## config.mk

```make
export PLATFORM = sky130hd
export DESIGN_NAME = pin_irq_aggregator
export DESIGN_NICKNAME = d
export VERILOG_FILES = /design/src/rtl/irqa_pkg.sv /design/src/rtl/irqa_sync.sv /design/src/rtl/irqa_level.sv /design/src/rtl/irqa_regs.sv /design/src/rtl/pin_irq_aggregator.sv
export SDC_FILE = /design/constraint.sdc
export NUM_CORES = 1
export LEC_CHECK = 0
export ABC_AREA = 1
export BUFFER_PORTS_ARGS = -buffer_cell sky130_fd_sc_hd__buf_2
export CAP_MARGIN = 40
export CORE_MARGIN = 4
export CORE_UTILIZATION = 48
export CTS_BUF_LIST = sky130_fd_sc_hd__clkbuf_8
export DETAILED_ROUTE_END_ITERATION = 10
export PLACE_DENSITY = 0.83
export SLEW_MARGIN = 20
export SYNTH_ARGS = -nofsm -noshare
export SYNTH_HDL_FRONTEND = slang
export SYNTH_HIERARCHICAL = 1
export SYNTH_SLANG_ARGS = --single-unit
```

## constraint.sdc

```tcl
create_clock -name clk -period 1.2 [get_ports clk]
set_input_delay 0.24 -clock clk [delete_from_list [all_inputs] [get_ports clk]]
set_output_delay 0.24 -clock clk [all_outputs]
set_load 0.01 [all_outputs]
```

## src/rtl/irqa_pkg.sv

```systemverilog
package irqa_pkg;
   typedef enum logic [1:0] {
      REG_ENABLE = 2'd0,
      REG_SENSE  = 2'd1,
      REG_PRIO   = 2'd2,
      REG_STATUS = 2'd3
   } reg_sel_e;
endpackage

```

## src/rtl/irqa_sync.sv

```systemverilog
module irqa_sync #(
   parameter int WIDTH  = 8,
   parameter int STAGES = 2
) (
   input  logic             clk,
   input  logic             rst_n,
   input  logic [WIDTH-1:0] d_async,
   output logic [WIDTH-1:0] q_sync
);
   if (STAGES < 2) begin : g_bad_stages
      $error("irqa_sync: STAGES must be at least 2");
   end

   if (STAGES == 2) begin : g_two
      logic [WIDTH-1:0] meta_q, hold_q;
      logic [1:0]       warm_q;

      always_ff @(posedge clk or negedge rst_n) begin
         if (!rst_n) begin
            meta_q <= '0;
            hold_q <= '0;
            warm_q <= '0;
         end else begin
            meta_q <= d_async;
            hold_q <= meta_q;
            if (warm_q != 2'd3) warm_q <= warm_q + 2'd1;
         end
      end
      assign q_sync = hold_q;

      AST_SYNC_TWO_EDGES: assert property (@(posedge clk) disable iff (!rst_n)
         (warm_q == 2'd3) |-> (q_sync == $past(d_async, 2)))
         else $error("sync latency broken");
   end else begin : g_chain
      logic [WIDTH-1:0] chain_q [STAGES];

      always_ff @(posedge clk or negedge rst_n) begin
         if (!rst_n) begin
            for (int s = 0; s < STAGES; s++) chain_q[s] <= '0;
         end else begin
            chain_q[0] <= d_async;
            for (int s = 1; s < STAGES; s++) chain_q[s] <= chain_q[s-1];
         end
      end
      assign q_sync = chain_q[STAGES-1];
   end
endmodule

```

## src/rtl/irqa_level.sv

```systemverilog
module irqa_level #(
   parameter int NUM_PINS = 8
) (
   input  logic [NUM_PINS-1:0] pin_sync,
   input  logic [NUM_PINS-1:0] enable,
   input  logic [NUM_PINS-1:0] sense_high,
   output logic [NUM_PINS-1:0] status
);
   for (genvar i = 0; i < NUM_PINS; i++) begin : g_pin
      logic active;
      always_comb begin
         if (sense_high[i]) active = pin_sync[i];
         else               active = ~pin_sync[i];
      end
      assign status[i] = enable[i] & active;
   end
endmodule

```

## src/rtl/irqa_regs.sv

```systemverilog
module irqa_regs
   import irqa_pkg::*;
#(
   parameter int NUM_PINS = 8,
   parameter int DATA_W   = 16,
   parameter int PRIO_W   = 4,
   parameter int PRIO_LSB = 12
) (
   input  logic                clk,
   input  logic                rst_n,
   input  logic [1:0]          addr,
   input  logic                we,
   input  logic [DATA_W-1:0]   wdata,
   output logic [DATA_W-1:0]   rdata,
   input  logic [NUM_PINS-1:0] status,
   output logic [NUM_PINS-1:0] enable,
   output logic [NUM_PINS-1:0] sense_high,
   output logic [PRIO_W-1:0]   prio
);
   logic [NUM_PINS-1:0] en_q, sense_q;
   logic [PRIO_W-1:0]   prio_q;
   reg_sel_e            sel;
   logic                unused_wdata;

   assign sel          = reg_sel_e'(addr);
   assign unused_wdata = ^wdata;

   always_ff @(posedge clk or negedge rst_n) begin
      if (!rst_n) begin
         en_q    <= '0;
         sense_q <= '0;
         prio_q  <= '0;
      end else if (we) begin
         case (sel)
            REG_ENABLE: en_q    <= wdata[NUM_PINS-1:0];
            REG_SENSE:  sense_q <= wdata[NUM_PINS-1:0];
            REG_PRIO:   prio_q  <= wdata[PRIO_LSB +: PRIO_W];
            default:    ;
         endcase
      end
   end

   always_comb begin
      rdata = '0;
      case (sel)
         REG_ENABLE: rdata[NUM_PINS-1:0]     = en_q;
         REG_SENSE:  rdata[NUM_PINS-1:0]     = sense_q;
         REG_PRIO:   rdata[PRIO_LSB +: PRIO_W] = prio_q;
         REG_STATUS: rdata[NUM_PINS-1:0]     = status;
         default:    rdata = '0;
      endcase
   end

   assign enable     = en_q;
   assign sense_high = sense_q;
   assign prio       = prio_q;

   AST_ENABLE_WRITE: assert property (@(posedge clk) disable iff (!rst_n)
      (we && addr == 2'd0) |=> (enable == $past(wdata[NUM_PINS-1:0])))
      else $error("enable write lost");
   AST_PRIO_WRITE: assert property (@(posedge clk) disable iff (!rst_n)
      (we && addr == 2'd2) |=> (prio == $past(wdata[PRIO_LSB +: PRIO_W])))
      else $error("priority write lost");
   AST_STATUS_WRITE_INERT: assert property (@(posedge clk) disable iff (!rst_n)
      (we && addr == 2'd3) |=> ($stable(enable) && $stable(sense_high) && $stable(prio)))
      else $error("status write changed state");
endmodule

```

## src/rtl/pin_irq_aggregator.sv

```systemverilog
module pin_irq_aggregator #(
   parameter int NUM_PINS    = 8,
   parameter int DATA_W      = 16,
   parameter int PRIO_W      = 4,
   parameter int PRIO_LSB    = 12,
   parameter int SYNC_STAGES = 2
) (
   input  logic                clk,
   input  logic                rst_n,
   input  logic [NUM_PINS-1:0] pin_in,
   input  logic [1:0]          bus_addr,
   input  logic                bus_we,
   input  logic [DATA_W-1:0]   bus_wdata,
   output logic [DATA_W-1:0]   bus_rdata,
   output logic                irq_req,
   output logic [PRIO_W-1:0]   irq_prio
);
   localparam int PRIO_MSB = PRIO_LSB + PRIO_W - 1;

   if (NUM_PINS < 1 || NUM_PINS > DATA_W) begin : g_bad_pins
      $error("pin_irq_aggregator: NUM_PINS must fit in the data word");
   end
   if (PRIO_MSB >= DATA_W) begin : g_bad_prio
      $error("pin_irq_aggregator: priority field exceeds data word");
   end

   logic [NUM_PINS-1:0] pin_sync, enable, sense_high, status;
   logic [PRIO_W-1:0]   prio;

   irqa_sync #(.WIDTH(NUM_PINS), .STAGES(SYNC_STAGES)) u_sync (
      .clk     (clk),
      .rst_n   (rst_n),
      .d_async (pin_in),
      .q_sync  (pin_sync)
   );

   irqa_level #(.NUM_PINS(NUM_PINS)) u_level (
      .pin_sync   (pin_sync),
      .enable     (enable),
      .sense_high (sense_high),
      .status     (status)
   );

   irqa_regs #(
      .NUM_PINS (NUM_PINS),
      .DATA_W   (DATA_W),
      .PRIO_W   (PRIO_W),
      .PRIO_LSB (PRIO_LSB)
   ) u_regs (
      .clk        (clk),
      .rst_n      (rst_n),
      .addr       (bus_addr),
      .we         (bus_we),
      .wdata      (bus_wdata),
      .rdata      (bus_rdata),
      .status     (status),
      .enable     (enable),
      .sense_high (sense_high),
      .prio       (prio)
   );

   assign irq_req  = (|status) && (prio != '0);
   assign irq_prio = prio;

   AST_PRIO_ZERO_MASKS: assert property (@(posedge clk) disable iff (!rst_n)
      (irq_prio == '0) |-> !irq_req)
      else $error("request with priority zero");
   AST_REQ_HAS_SOURCE: assert property (@(posedge clk) disable iff (!rst_n)
      irq_req |-> ((status & enable) != '0))
      else $error("request without enabled source");
   AST_PRIO_TRACKS: assert property (@(posedge clk) disable iff (!rst_n)
      (bus_we && bus_addr == 2'd2) |=> (irq_prio == $past(bus_wdata[PRIO_LSB +: PRIO_W])))
      else $error("priority output stale");
endmodule

```

Word level (Yosys, flattened, before mapping). Cells that the tools add are included.

Register bits: 36. Output and inout port bits: 21. Bits of input ports: 29. Logic and storage cells: 41.

Reductions and logical operators: 7. Bitwise logic cells: 16. Eq/ne operators: 3. Multiplexer cells: 10.

Operators with widths (count): case mux 8 bit (3 select lines) (1); bitwise AND 1 bit (8); 2-to-1 mux 1 bit (8); NOT 1 bit (8); OR reduction 8 bit (1); AND reduction 2 bit (3); == test 2 bit (second input constant) (2); 2-to-1 mux 4 bit (1); nonzero test 4 bit (1); == test 2 x 1 -> 1 bit (second input constant) (1); zero test 2 bit (1); logical AND 1 bit (1).

Depth between registers and ports, before layout.
Depth after elaboration: 5. Mapped depth: 8. Gate-level depth less buffers: 8.

Modules after synthesis. The synthesis kept the hierarchy.

By module, submodules not included: irqa_regs (instances 1, sequential area each 500.5 sq um, cells each 141, area each 1094.8 sq um); irqa_sync (instances 1, sequential area each 400.4 sq um, cells each 16, area each 400.4 sq um); irqa_level (instances 1, sequential area each 0.0 sq um, cells each 40, area each 150.1 sq um); pin_irq_aggregator (instances 1, sequential area each 0.0 sq um, cells each 11, area each 43.8 sq um).

Worst setup path after synthesis. No wires, ideal clock.

Kind: reg-to-output. Start: register u_regs.sense_q[3] (netlist: u_regs/sense_high[3]). End: output port irq_req. Path buffers: 0. Stages on the path, launching flop included: 8. Required time: 0.960 ns. Arrival: 0.886 ns. Slack: 0.074 ns. Cells stage by stage: dfrtp_1 > inv_1 > nor2_1 > nor2_1 > nor2_1 > nand2_1 > nor2_1 > nor2_1.

Word-level cells in the longest chain between the ends: 4.

RTL lines: from (decl) (line irqa_regs.sv:20) `logic [NUM_PINS-1:0] en_q, sense_q;`; from (signal assigned) (line irqa_regs.sv:36) `REG_SENSE: sense_q <= wdata[NUM_PINS-1:0];`; 2-to-1 mux 1 bit (line irqa_level.sv:12) `if (sense_high[i]) active = pin_sync[i];`; bitwise AND 1 bit (line irqa_level.sv:15) `assign status[i] = enable[i] & active;`; via status[3] (line pin_irq_aggregator.sv:27) `logic [NUM_PINS-1:0] pin_sync, enable, sense_high, status;`; OR reduction 8 bit (line pin_irq_aggregator.sv:62) `assign irq_req = (|status) && (prio != '0);`; logical AND 1 bit (line pin_irq_aggregator.sv:62); to (decl) (line pin_irq_aggregator.sv:15) `output logic irq_req,`.

The timed path passes the listed nets, and every way through them passes these cells.

Worst setup path in the final report.
Start: register u_regs.sense_q[4] (netlist: u_regs/sense_high[4]). End: output port irq_req.

Same word-level chain as after synthesis.

==> flow_summary.ini <==
[floorplanning]
pin_count = 50
core.rowCount = 21
die_h_um = 67.3
initial_core_util = 0.502
die_x_um = 67.3
coreArea_sq_um = 3360
dieArea_sq_um = 4530

[grt]
grt_first_pass_wirelength_mm = 6.44
antenna_found_initial = 0
grt.total_usage = 0.195
grt_max_degree = 23
grt_overflow = 0
grt_pass1_vias = 1539

[synth]
synth_area_leaders = dfrtp_1, nand2_1, nand3_1, nor2_1, nand4_1
synth-seq-cells = 36
synth_edf_count = 0
synth_top_area_frac = 0.533
synth.most_common_cell = nand2_1
synthFlopType = dfrtp_1
synthArstFlopShare = 1.00
yosysUniqueCellTypes = 15
avgSynthCellArea_sq_um = 8.12
synth.cell_area_sq_um = 1690
synthCells = 208
ys_top_cells_by_count = nand2_1, dfrtp_1, nand3_1
yosysTopAreaCell = dfrtp_1
yosysSeqAreaShare = 0.533
yosys_warnings = 6

[setup_path]
worstReg2RegEnd = u_regs/sense_high[1]
critPathCaptureType = output pin
r2r-start = u_regs/sense_high[1]
critPathLaunchType = flop
arrival_ns = 1.38
cp_slowest_cell = dfrtp_1
cp_max_fo = 2
reg2reg_depth = 4
r2r_slack_ns = 0.34
crit_required_ns = 0.96
crit_type = reg2out
path_cells = inv_2 > nand2_1 > nand2_1 > nor2_2 > nor2_1 > nand2_1 > nor2_1 > nor2_1 > buf_2
slowest_delay_ns = 0.39

[route]
drc = 0
totalWireLength_mm = 4.27
dr.pass1.iters = 4
ant_nets = 0
vias = 1605
drt_iter0_markers = 97
wl_per_cell_um = 12.9
vias_per_cell = 4.85

[final_layout]
fillers = 274
final_nets = 313
diodes = 0
area_delta_synth_final_pct = 41.5
final_util = 0.711
drive_above_1_share = 0.411

[placed_design]
gp_congestion = 0.744
detailedPlace.worstSlack_ns = -0.0996
place_hpwl_mm = 2.95
port_buffers = 41

[clock_network]
clock_latency_ns = 0.29
cts-root-buf = clkbuf_8
cts_tree = done
cts.clk_slew.worst_paths_ns = 0.07
numClockSinks = 36
clockBufferDepth = 2
cts_buffers = 5
cts_htree_levels = 2

[min_path]
holdCritPathClass = in2reg
min_from = pin_in[6]
hold_path_end = u_sync/g_two.meta_q[6]
hold_depth = 1

[power_and_ir_drop]
p_per_area_nw_per_um2 = 1410
total_leakage_power_nw = 1.32
peakVddDrop_v = 0.000903

[sta]
drv_slew = 0
setup_ws_ns = -0.419
rsz0062_at_grt = true
hold_slack_ns = 0.0515
fmax_mhz = 618
layout_min_cycle_time_ns = 1.62
fin_crit_sh = 1.35
fin_skew_ns = 0.00492
hold_violations = 0
setup_viol = 9

[run_status]
violations = setup timing
status = finished, violations left

[flow_run]
cap_violations = 0
[per-stage QoR]
step           instance area [sq um]  setup TNS [ns]  cells  power (W)
6_report                        2390           -2.52    331    0.00336
5_1_grt                         2390           -3.27    331    0.00353
4_1_cts                         2260           -2.64    326    0.00326
3_5_place_dp                    2110          -0.413    315    0.00220
3_3_place_gp                    2110          -0.213    315    0.00217
2_1_floorplan                   1700               0    211    0.00183
[repair_timing]
action | in CTS | in global routing
resized for setup | 10 | 26
setup endpoints to repair | 13 | 13
endpoints found under the hold margin | 14 | 0
hold buffers | 1 | 0
buffers inserted | 2 | 6
pin swaps | 16 | 18
[registers in the layout, summed over array words and instances (netlist names)]
register	cells
u_sync/q_sync	8
u_regs/prio	4
u_regs/enable	8
u_regs/sense_high	8
u_sync/g_two.meta_q	8
[critical path: cells and delay by family, from the launching register on]
kind	cells	cell delay, ns
and+or+nand+nor	7	0.51
DFF	1	0.39
buffers and inverters	2	0.19
[cells in the final DEF (no fill, tap or decap), drive strengths merged]
| master | netlist | layout |
|---|---|---|
| nor2 | 29 | 29 |
| bufinv | 0 | 1 |
| nand4 | 12 | 12 |
| inv | 14 | 15 |
| dlygate4sd3 | 0 | 1 |
| buf | 13 | 77 |
| conb | 1 | 4 |
| nand2 | 68 | 68 |
| clkbuf | 0 | 6 |
| and2 | 1 | 1 |
| clkinv | 0 | 1 |
| nand3 | 34 | 34 |
| dfrtp | 36 | 36 |
[logic make-up after synthesis]
logic type,count (synthesis),synth area share
buf+inv,27,0.0859
flops,36,0.533
other cells,1,0.00222
simple gates,144,0.379
[area by class of cell]
type,instances,area [sq um],area share
flip-flops and latches,36,901,0.377
repair buffers,79,539,0.226
clock buffers,5,68.8,0.0288
well taps,46,57.6,0.0241
clock inverters,3,38.8,0.0162
inverters,14,52.6,0.0220
multi-input cells,148,732,0.306
[how the worst max path moves through the flow]
stage,start,endpoint,slack [ns]
final,u_regs/sense_high[4],irq_req,-0.42
after detailed placement,u_regs/sense_high[3],irq_req,-0.1
after floorplan,u_regs/sense_high[3],irq_req,0.07
after CTS,u_regs/sense_high[4],irq_req,-0.42
after global routing,u_regs/sense_high[4],irq_req,-0.53
after global placement,u_regs/sense_high[3],irq_req,-0.08
[per-layer routing]
| layer | GRT usage | wire length [um] | up-vias |
|---|---|---|---|
| met3 | 0.0582 | 281 | 6 |
| met4 | 0.0684 | 42 | 0 |
| met1 | 0.208 | 1640 | 741 |
| li1 | - | - | 808 |
| met5 | 0 | 0 | - |
| met2 | 0.362 | 2300 | 50 |
[power breakdown]
| group | total [W] | internal [W] | switching [W] |
|---|---|---|---|
| clock network | 0.00103 | 0.000608 | 0.000419 |
| registers | 0.00143 | 0.00135 | 0.0000824 |
| logic | 0.000902 | 0.000434 | 0.000468 |
| total | 0.00336 | 0.00239 | 0.000969 |
No activity file was read; power rests on OpenSTA's default activity.
